### src/rtl/tick_cmp_pkg.sv
package tick_cmp_pkg;
  typedef enum logic {
    SEL_COUNT = 1'b0,
    SEL_LIMIT = 1'b1
  } tc_sel_e;
endpackage

### src/rtl/tc_count.sv
module tc_count #(
  parameter int W       = 64,
  parameter int DIS_BIT = W - 1
) (
  input  logic         clk,
  input  logic         rst_n,
  input  logic         tick_en,
  input  logic         load,
  input  logic [W-1:0] load_val,
  output logic [W-1:0] cnt_q,
  output logic [W-1:0] cnt_next
);
  localparam logic [W-1:0] MASK = {{(W-1){1'b0}}, 1'b1} << DIS_BIT;

  assign cnt_next = (cnt_q + {{(W-1){1'b0}}, 1'b1}) & ~MASK;

  always_ff @(posedge clk) begin
    if (!rst_n)       cnt_q <= '0;
    else if (load)    cnt_q <= load_val & ~MASK;
    else if (tick_en) cnt_q <= cnt_next;
  end


  count_load_chk: assert property (@(posedge clk) disable iff (!rst_n)
    load |=> cnt_q == ($past(load_val) & ~MASK));

  count_step_chk: assert property (@(posedge clk) disable iff (!rst_n)
    (tick_en && !load) |=> cnt_q == (($past(cnt_q) + 1'b1) & ~MASK));

  count_hold_chk: assert property (@(posedge clk) disable iff (!rst_n)
    (!tick_en && !load) |=> $stable(cnt_q));
endmodule

### src/rtl/tc_limit.sv
module tc_limit #(
  parameter int W       = 64,
  parameter int DIS_BIT = W - 1
) (
  input  logic         clk,
  input  logic         rst_n,
  input  logic         tick_en,
  input  logic         any_wr,
  input  logic         load,
  input  logic [W-1:0] load_val,
  input  logic [W-1:0] cnt_next,
  output logic [W-1:0] lim_q,
  output logic         armed_q,
  output logic         expire
);
  localparam logic [W-1:0] MASK = {{(W-1){1'b0}}, 1'b1} << DIS_BIT;

  logic [W-1:0] new_lim;
  logic         new_arm;

  assign new_lim = load_val & ~MASK;
  assign new_arm = (new_lim != '0) && !load_val[DIS_BIT];
  assign expire  = tick_en && !any_wr && armed_q && (cnt_next >= lim_q);

  always_ff @(posedge clk) begin
    if (!rst_n) begin
      lim_q   <= '0;
      armed_q <= 1'b0;
    end else if (load) begin
      lim_q   <= new_lim;
      armed_q <= new_arm;
    end else if (expire) begin
      armed_q <= 1'b0;
    end
  end


  zero_limit_chk: assert property (@(posedge clk) disable iff (!rst_n)
    (load && ((load_val & ~MASK) == '0)) |=> !armed_q);

  stopped_limit_chk: assert property (@(posedge clk) disable iff (!rst_n)
    (load && load_val[DIS_BIT]) |=> !armed_q);

  once_per_arm_chk: assert property (@(posedge clk) disable iff (!rst_n)
    expire |=> !armed_q);

  write_blocks_expiry_chk: assert property (@(posedge clk) disable iff (!rst_n)
    any_wr |-> !expire);
endmodule

### src/rtl/tc_flag.sv
module tc_flag (
  input  logic clk,
  input  logic rst_n,
  input  logic flag_load,
  input  logic flag_val,
  input  logic expire,
  output logic dis_q,
  output logic irq_q
);
  always_ff @(posedge clk) begin
    if (!rst_n) begin
      dis_q <= 1'b1;
      irq_q <= 1'b0;
    end else begin
      if (flag_load) dis_q <= flag_val;
      irq_q <= expire && !dis_q;
    end
  end


  irq_gate_chk: assert property (@(posedge clk) disable iff (!rst_n)
    irq_q |-> !$past(dis_q));

  flag_track_chk: assert property (@(posedge clk) disable iff (!rst_n)
    flag_load |=> dis_q == $past(flag_val));

  single_pulse_chk: assert property (@(posedge clk) disable iff (!rst_n)
    irq_q |=> !irq_q);
endmodule

### src/rtl/tick_cmp_top.sv
module tick_cmp_top
  import tick_cmp_pkg::*;
#(
  parameter int W       = 64,
  parameter int DIS_BIT = W - 1
) (
  input  logic         clk,
  input  logic         rst_n,
  input  logic         tick_en,
  input  logic         wr_en,
  input  logic         wr_sel,
  input  logic [W-1:0] wr_data,
  input  logic         rd_sel,
  output logic [W-1:0] rd_data,
  output logic         soft_irq
);
  localparam logic [W-1:0] MASK = {{(W-1){1'b0}}, 1'b1} << DIS_BIT;

  tc_sel_e      wsel, rsel;
  logic         cnt_wr, lim_wr;
  logic [W-1:0] cnt_q, cnt_next, lim_q;
  logic         armed_q, expire, dis_q;

  assign wsel   = tc_sel_e'(wr_sel);
  assign rsel   = tc_sel_e'(rd_sel);
  assign cnt_wr = wr_en && (wsel == SEL_COUNT);
  assign lim_wr = wr_en && (wsel == SEL_LIMIT);

  tc_count #(.W(W), .DIS_BIT(DIS_BIT)) u_count (
    .clk(clk), .rst_n(rst_n), .tick_en(tick_en),
    .load(cnt_wr), .load_val(wr_data),
    .cnt_q(cnt_q), .cnt_next(cnt_next)
  );

  tc_limit #(.W(W), .DIS_BIT(DIS_BIT)) u_limit (
    .clk(clk), .rst_n(rst_n), .tick_en(tick_en), .any_wr(wr_en),
    .load(lim_wr), .load_val(wr_data), .cnt_next(cnt_next),
    .lim_q(lim_q), .armed_q(armed_q), .expire(expire)
  );

  tc_flag u_flag (
    .clk(clk), .rst_n(rst_n), .flag_load(wr_en),
    .flag_val(wr_data[DIS_BIT]), .expire(expire),
    .dis_q(dis_q), .irq_q(soft_irq)
  );

  always_comb begin
    rd_data = (rsel == SEL_LIMIT) ? lim_q : cnt_q;
    if (dis_q) rd_data = rd_data | MASK;
  end


  read_flag_chk: assert property (@(posedge clk) disable iff (!rst_n)
    rd_data[DIS_BIT] == dis_q);

  irq_needs_arm_chk: assert property (@(posedge clk) disable iff (!rst_n)
    soft_irq |-> $past(armed_q));
endmodule

### config.mk
export PLATFORM = sky130hd
export DESIGN_NAME = tick_cmp_top
export DESIGN_NICKNAME = d
export VERILOG_FILES = /design/src/rtl/tick_cmp_pkg.sv /design/src/rtl/tc_count.sv /design/src/rtl/tc_limit.sv /design/src/rtl/tc_flag.sv /design/src/rtl/tick_cmp_top.sv
export SDC_FILE = /design/constraint.sdc
export NUM_CORES = 1
export LEC_CHECK = 0
export BUFFER_PORTS_ARGS = -buffer_cell sky130_fd_sc_hd__clkbuf_2
export CORE_ASPECT_RATIO = 2
export CORE_MARGIN = 5
export CORE_UTILIZATION = 40
export CTS_BUF_LIST = sky130_fd_sc_hd__clkbuf_4 sky130_fd_sc_hd__clkbuf_8
export DETAILED_ROUTE_END_ITERATION = 6
export HOLD_SLACK_MARGIN = 0.15
export PLACE_DENSITY_LB_ADDON = 0.1
export SYNTH_ARGS = -nofsm -noshare
export SYNTH_HDL_FRONTEND = slang
export SYNTH_SLANG_ARGS = --single-unit
### constraint.sdc
create_clock -name clk -period 5 [get_ports clk]
set_input_delay 0.75 -clock clk [delete_from_list [all_inputs] [get_ports clk]]
set_output_delay 0.75 -clock clk [all_outputs]
set_load 0.01 [all_outputs]
==> results of run 1 <==
## per-layer routing
metal	part of all wire	GRT usage
met5	0	0
met4	0.039	0.115
met3	0.032	0.0398
met2	0.57	0.506
met1	0.36	0.254
## worst max-delay path, delay by kind of cell, from the launching register on
kind            cells  cell delay, ns
simple gates        9            2.82
flops               1            0.50
compound gates      2            0.36
fa+ha+maj           1            0.30
xor+xnor            1            0.16
## registers in the layout, indices dropped and copies added (netlist names)
register / cells
u_count.cnt_q: 63
u_limit.lim_q: 63
u_flag.dis_q: 1
u_flag.irq_q: 1
u_limit.armed_q: 1
## cells by family after synthesis
family          count (synthesis)  share of synthesized area
simple gates                  468                      0.258
fa+ha+maj                      64                     0.0857
flops                         129                      0.276
mux                            60                     0.0721
compound gates                231                      0.133
buf+inv                       160                     0.0684
xor+xnor                      114                      0.107
## placed cells by master, fill, tap and decap left out, drive strengths merged, types with 3 or more instances in the layout
cell type / n
nand2: 206
clkbuf: 158
a21oi: 132
dfxtp: 129
inv: 70
o21ai: 69
ha: 64
nor2: 59
xnor2: 58
mux2: 58
xor2: 56
nand4: 51
nand3: 37
nor4: 37
nor3: 24
a211oi: 16
buf: 14
and4: 11
and3: 8
and2: 8
or3: 7
or2: 5
a311oi: 4
a221oi: 4
a31oi: 3
nor3b: 3
nand2b: 3
nor4b: 3
## worst paths after layout
| kind | to | cells past startpoint | start | slack (ns) |
|---|---|---|---|---|
| worst max-delay path | u_limit.armed_q | 13 | u_count.cnt_q[7] | 0.74 |
| worst max register to register | u_limit.armed_q | 13 | u_count.cnt_q[7] | 0.74 |
| worst min-delay path | u_limit.lim_q[52] | 2 | u_limit.lim_q[52] | 0.47 |
| worst min register to register | u_limit.lim_q[52] | 2 | u_limit.lim_q[52] | 0.47 |
## power by group
group | leakage (nW) | switching, mW | total [mW] | internal [mW]
registers | 1.06 | 0.0884 | 1.17 | 1.09
clock network | 0.173 | 0.416 | 0.816 | 0.400
logic | 2.89 | 0.325 | 0.543 | 0.218
total | 4.12 | 0.829 | 2.53 | 1.70
## final cells by class
class	count	area share
clock buffer	25	0.0305
sequential	129	0.247
timing repair buffer	147	0.0747
clock inverter	1	0.000479
inverter	71	0.0255
tap	283	0.0339
multi-input combinational	937	0.588
## per-stage QoR
step | cells | util | total power, mW | hold slack, ns
2_1_floorplan | 1226 | - | 1.52 | 0.414
3_3_place_gp | 1567 | 0.438 | 1.74 | 0.454
3_5_place_dp | 1567 | 0.438 | 1.74 | 0.462
4_1_cts | 1593 | 0.452 | 2.56 | 0.461
5_1_grt | 1593 | 0.452 | 2.66 | 0.484
6_report | 1593 | 0.452 | 2.53 | 0.467
==> metrics.yaml, run 1 <==
status:
  status: "finished with violations"
  violations: "DRC"
cts:
  cts-resized-gates: 0
  clk_pin_slew_worst_paths_ns: 0.07
  cts_buffer_depth: 2
  postCtsSetupBuffers: 0
  cts_tree: "done"
  cts_sinks: 129
  ctsHoldBuffers: 0
  cts_buffers: 17
  worstSkewPairLatency_ns: 0.50
  clock-root-buffer: "clkbuf_8"
  cts_htree_levels: 4
sta:
  clock_skew_ns: 0.0134
  timing.final.crit_share: 0.852
  fin_ws_ns: 0.742
  worstMarginPinSlew_ns: 1.01
  slew-limit-headroom: 0.320
  fin_crit_ns: 4.26
  hold_viol_final: 0
  rsz0062_at_grt: "false"
  tns_ns: 0
  finalMaxSlewViolations: 0
  setup_viol: 0
  max_freq_ghz: 0.235
drt:
  vias: 8934
  drt-initial-drc-count: 596
  wirelength_um: 34300
  drc: 1
  ant_nets: 0
  first_pass_iters: 7
  via_per_inst: 5.61
  wl_per_cell_um: 21.5
synth:
  postSynthAreaPerCell_um2: 7.62
  ys_ff_latch: 129
  seq_area_frac_synth: 0.276
  synthTopCellsByCount: "nand2_1 (206), a21oi_1 (132), dfxtp_1 (129)"
  synthArstFlopShare: 0
  synth_cells: 1226
  yosys.cell_types.count: 53
  yosys.area.top_type: "dfxtp_1"
  synth-edff-count: 0
  synthFlopType: "dfxtp_1"
  synth.most_common_cell: "nand2_1"
  synthesis.nets: 1360
  ys_top_cells_by_area: "dfxtp_1 (28%), ha_1 (8.6%), nand2_1 (8.3%), a21oi_1 (7.1%), mux2_2 (7.0%)"
  syn_area_mm2: 0.00934
  synth_top_cell_area_share: 0.276
  ys.warnings.count: 0
die:
  start_util: 0.404
  core-area_mm2: 0.0231
  fp.dieH_um: 226
  io_pins: 135
  row_count: 79
  die_x_um: 118
  die_area_mm2: 0.0267
critical_path:
  cp-start-kind: "register"
  worst-path-max-fanout: 16
  cp.required_ns: 5.39
  worst_path_largest_cell_delay_ns: 0.62
  worstPathArrival_ns: 4.65
  crit_slowest_cell: "nor3_1"
  path_cells: "nand4_2, nor3_2, nand4_4, nor3_1, nand2_1, xnor2_1, ha_1, nand4_1, nor4_1, nand4_1, nor4b_1, a21oi_1, a31o_2"
  end_kind: "register"
  cp_common_cell: "nand4_1"
  crit_type: "register to register"
flow_run:
  max_cap_viol_count: 0
global_routing:
  antenna_found_initial: 1
  gr-usage-all-layers: 0.255
  grt_pass1_vias: 8955
  grt_max_degree: 84
  gr-total-overflow: 0
  grt_pass1_wl_um: 52200
pwr:
  power.density_mw_per_mm2: 243
  vdd_drop_max_mv: 0.184
  leakagePower_nw: 4.12
place:
  port_buffers: 134
  gp_congestion: 0.905
  pre_cts_ws_ns: 0.752
  place_area_mm2: 0.0101
  hpwlAfterDp_um: 26100
finish:
  layout-drive-gt1-share: 0.202
  syn_to_final_growth_pct: 11.8
  fill_cells: 2483
  register_area_mm2: 0.00258
  antenna_cells: 0
  multi_input_area_mm2: 0.00614
  stdcell_area_mm2: 0.0104
  layout.nets: 1437
worst_hold_path:
  hold_path_class: "register to register"
Note: power is estimated with default switching activity, not from simulation.
==> run 2, diff against run 1 <==
--- a/config.mk
+++ b/config.mk
@@ -5,12 +5,12 @@
 export SDC_FILE = /design/constraint.sdc
 export NUM_CORES = 1
 export LEC_CHECK = 0
-export BUFFER_PORTS_ARGS = -buffer_cell sky130_fd_sc_hd__clkbuf_2
 export CORE_ASPECT_RATIO = 2
 export CORE_MARGIN = 5
 export CORE_UTILIZATION = 40
 export CTS_BUF_LIST = sky130_fd_sc_hd__clkbuf_4 sky130_fd_sc_hd__clkbuf_8
 export DETAILED_ROUTE_END_ITERATION = 6
+export DONT_BUFFER_PORTS = 1
 export HOLD_SLACK_MARGIN = 0.15
 export PLACE_DENSITY_LB_ADDON = 0.1
 export SYNTH_ARGS = -nofsm -noshare
==> run 2 against run 1 <==
The flow now finishes without violations. Non-clock buffer count is 137 lower. Core utilization decreased by 2.8 points. Die area did not move. Cell count decreased by 8.2%. Register-to-register slack lost 0.098 ns. Critical path depth is the same. Sequential cell count unchanged. Sequential share of layout area up 1.7 points. Routed wire length decreased by 0.64%. Clock skew down 0.0033 ns. Largest power group unchanged.
==> metrics.yaml, run 2 (synthesized netlist as in run 1, its figures left out) <==
status:
  status: "complete, no violations"
die:
  row_count: 79  # unchanged
  die_area_mm2: 0.0267  # unchanged
  fp.dieH_um: 226  # unchanged
  start_util: 0.404  # unchanged
  die_x_um: 118  # unchanged
  core-area_mm2: 0.0231  # unchanged
  io_pins: 135  # unchanged
finish:
  layout_commonest_cell: "nand2_1"
  largest_registers: "u_count.cnt_q (63), u_limit.lim_q (63)"
  layout.nets: 1300  # -9.5%
  syn_to_final_growth_pct: 4.78
  stdcell_area_mm2: 0.00979  # -6.3%
  layout-drive-gt1-share: 0.113  # -0.0887
  final_cells: 1463  # -8.2%
  layout_common_cells: "nand2_1 (205), a21oi_1 (132), dfxtp_1 (129)"
cts:
  ctsHoldBuffers: 0  # unchanged
  cts_buffer_depth: 2  # unchanged
  cts_tree: "done"
  cts_htree_levels: 4  # unchanged
  postCtsSetupBuffers: 0  # unchanged
  cts_sinks: 129  # unchanged
  cts-resized-gates: 0  # unchanged
  cts_buffers: 17  # unchanged
  clk_pin_slew_worst_paths_ns: 0.08  # about the same
  worstSkewPairLatency_ns: 0.50  # about the same
  clock-root-buffer: "clkbuf_8"
critical_path:
  cp.required_ns: 5.42  # +0.03 ns
  end_kind: "register"
  worst-path-max-fanout: 16  # unchanged
  worstPathArrival_ns: 4.77  # +0.12 ns
  cp-start-kind: "register"
  crit_type: "register to register"
sta:
  setup_viol: 0  # unchanged
  hold_viol_final: 0  # unchanged
  worstMarginPinSlew_ns: 1.00  # -0.00910 ns
  slew-limit-headroom: 0.326  # +0.00612
  tns_ns: 0  # unchanged
  timing.final.crit_share: 0.871  # +0.0196
  rsz0062_at_grt: "false"
  fin_crit_ns: 4.36  # +0.0980 ns
  hold_ws_ns: 0.300  # -0.167 ns
  finalMaxSlewViolations: 0  # unchanged
  max_freq_ghz: 0.230  # -2.3%
  clock_skew_ns: 0.0101  # -0.00335 ns
global_routing:
  grt_pass1_vias: 8482  # -5.3%
  gr-total-overflow: 0  # unchanged
  gr-usage-all-layers: 0.252  # -0.00326
  grt_pass1_wl_um: 51100  # -2.0%
  antenna_found_initial: 0  # -1
  grt_max_degree: 75  # -11%
flow_run:
  max_cap_viol_count: 0  # unchanged
worst_hold_path:
  hold_path_class: "input port to register"
pwr:
  clock_power_share: 0.354  # +0.032
  sw_frac_of_total: 0.320  # -0.00701
  internal-power_mw: 1.69  # -0.72%
  seqPwrFrac: 0.472  # +0.008
  vdd_drop_max_mv: 0.181  # -1.7%
  leakagePower_nw: 3.54  # -14%
  p_sw_uw: 797  # -3.9%
  power_mw: 2.49  # -1.7%
  p_comb_frac: 0.174  # -0.040
  power.density_mw_per_mm2: 254  # +4.8%
place:
  port_buffers: 0  # -100%
  place_area_mm2: 0.00942  # -7.0%
  gp_congestion: 0.907  # +0.13%
  dp_cells: 1430  # -8.7%
  hpwlAfterDp_um: 25700  # -1.4%
drt:
  via_per_inst: 5.79  # +3.3%
  drt-initial-drc-count: 386  # -35%
  wirelength_um: 34100  # -0.64%
  drc: 0  # -1
  ant_nets: 0  # unchanged
  vias: 8475  # -5.1%
  first_pass_iters: 5  # -2
  wl_per_cell_um: 23.3  # +8.2%
-- run 2: changes by cell type in the layout (fill, tap and decap cells not counted), moves of 2 or more --
cell / previous run / this run
clkbuf_2: 133 / 0
clkinv_2: 1 / 7
clkbuf_4: 4 / 1
clkinvlp_4: 0 / 3
buf_4: 12 / 10
-- run 2: metal layers --
metal,GRT usage,part of all wire,vias to the layer above
li1,-,-,4132
met2,0.502,0.58,214
met1,0.235,0.34,4057
met4,0.112,0.041,0
met3,0.0622,0.046,72
met5,0,0,-
-- run 2: area by class of cell --
class                      count  area [um^2]
multi-input combinational    937         6140
timing repair buffer          10         75.1
antenna                        1         2.50
tap                          283          354
sequential                   129         2580
fill                        2515        13300
clock buffer                  21          283
inverter                      71          267
clock inverter                11         87.6
-- run 2: per-stage QoR --
stage | setup slack, ns | util
3_5_place_dp | 0.729 | 0.407
6_report | 0.644 | 0.423
5_1_grt | 0.259 | 0.423
3_3_place_gp | 0.926 | 0.407
4_1_cts | 0.692 | 0.423
2_1_floorplan | 1.49 | -
-- run 2: final timing paths --
path | startpoint | endpoint | slack, ns | depth (start not counted)
worst max-delay path | u_count.cnt_q[8] | u_flag.irq_q | 0.64 | 13
worst min-delay path | rst_n | u_flag.dis_q | 0.30 | 1
worst max register to register | u_count.cnt_q[8] | u_flag.irq_q | 0.64 | 13
worst min register to register | u_limit.lim_q[18] | u_limit.lim_q[18] | 0.47 | 2
-- run 2: power by group through the flow --
stage | logic (mW) | clock network (mW) | registers [mW]
finish | 0.433 | 0.881 | 1.18
global route | 0.486 | 0.945 | 1.18
CTS | 0.439 | 0.900 | 1.17
detailed placement | 0.435 | 0 | 1.20
global placement | 0.434 | 0 | 1.20
floorplan | 0.375 | 0 | 1.15
-- run 2: critical path, stage by stage (launching register included) --
cell      delay [ns]
dfxtp_1         0.49
nand4_2         0.30
nor3_2          0.38
nand4_4         0.33
nor3_1          0.66
nand2_1         0.14
xnor2_1         0.17
ha_1            0.30
nand4_1         0.18
nor4_1          0.38
nand4_1         0.22
nor4b_1         0.33
a21oi_1         0.13
a211oi_1        0.23
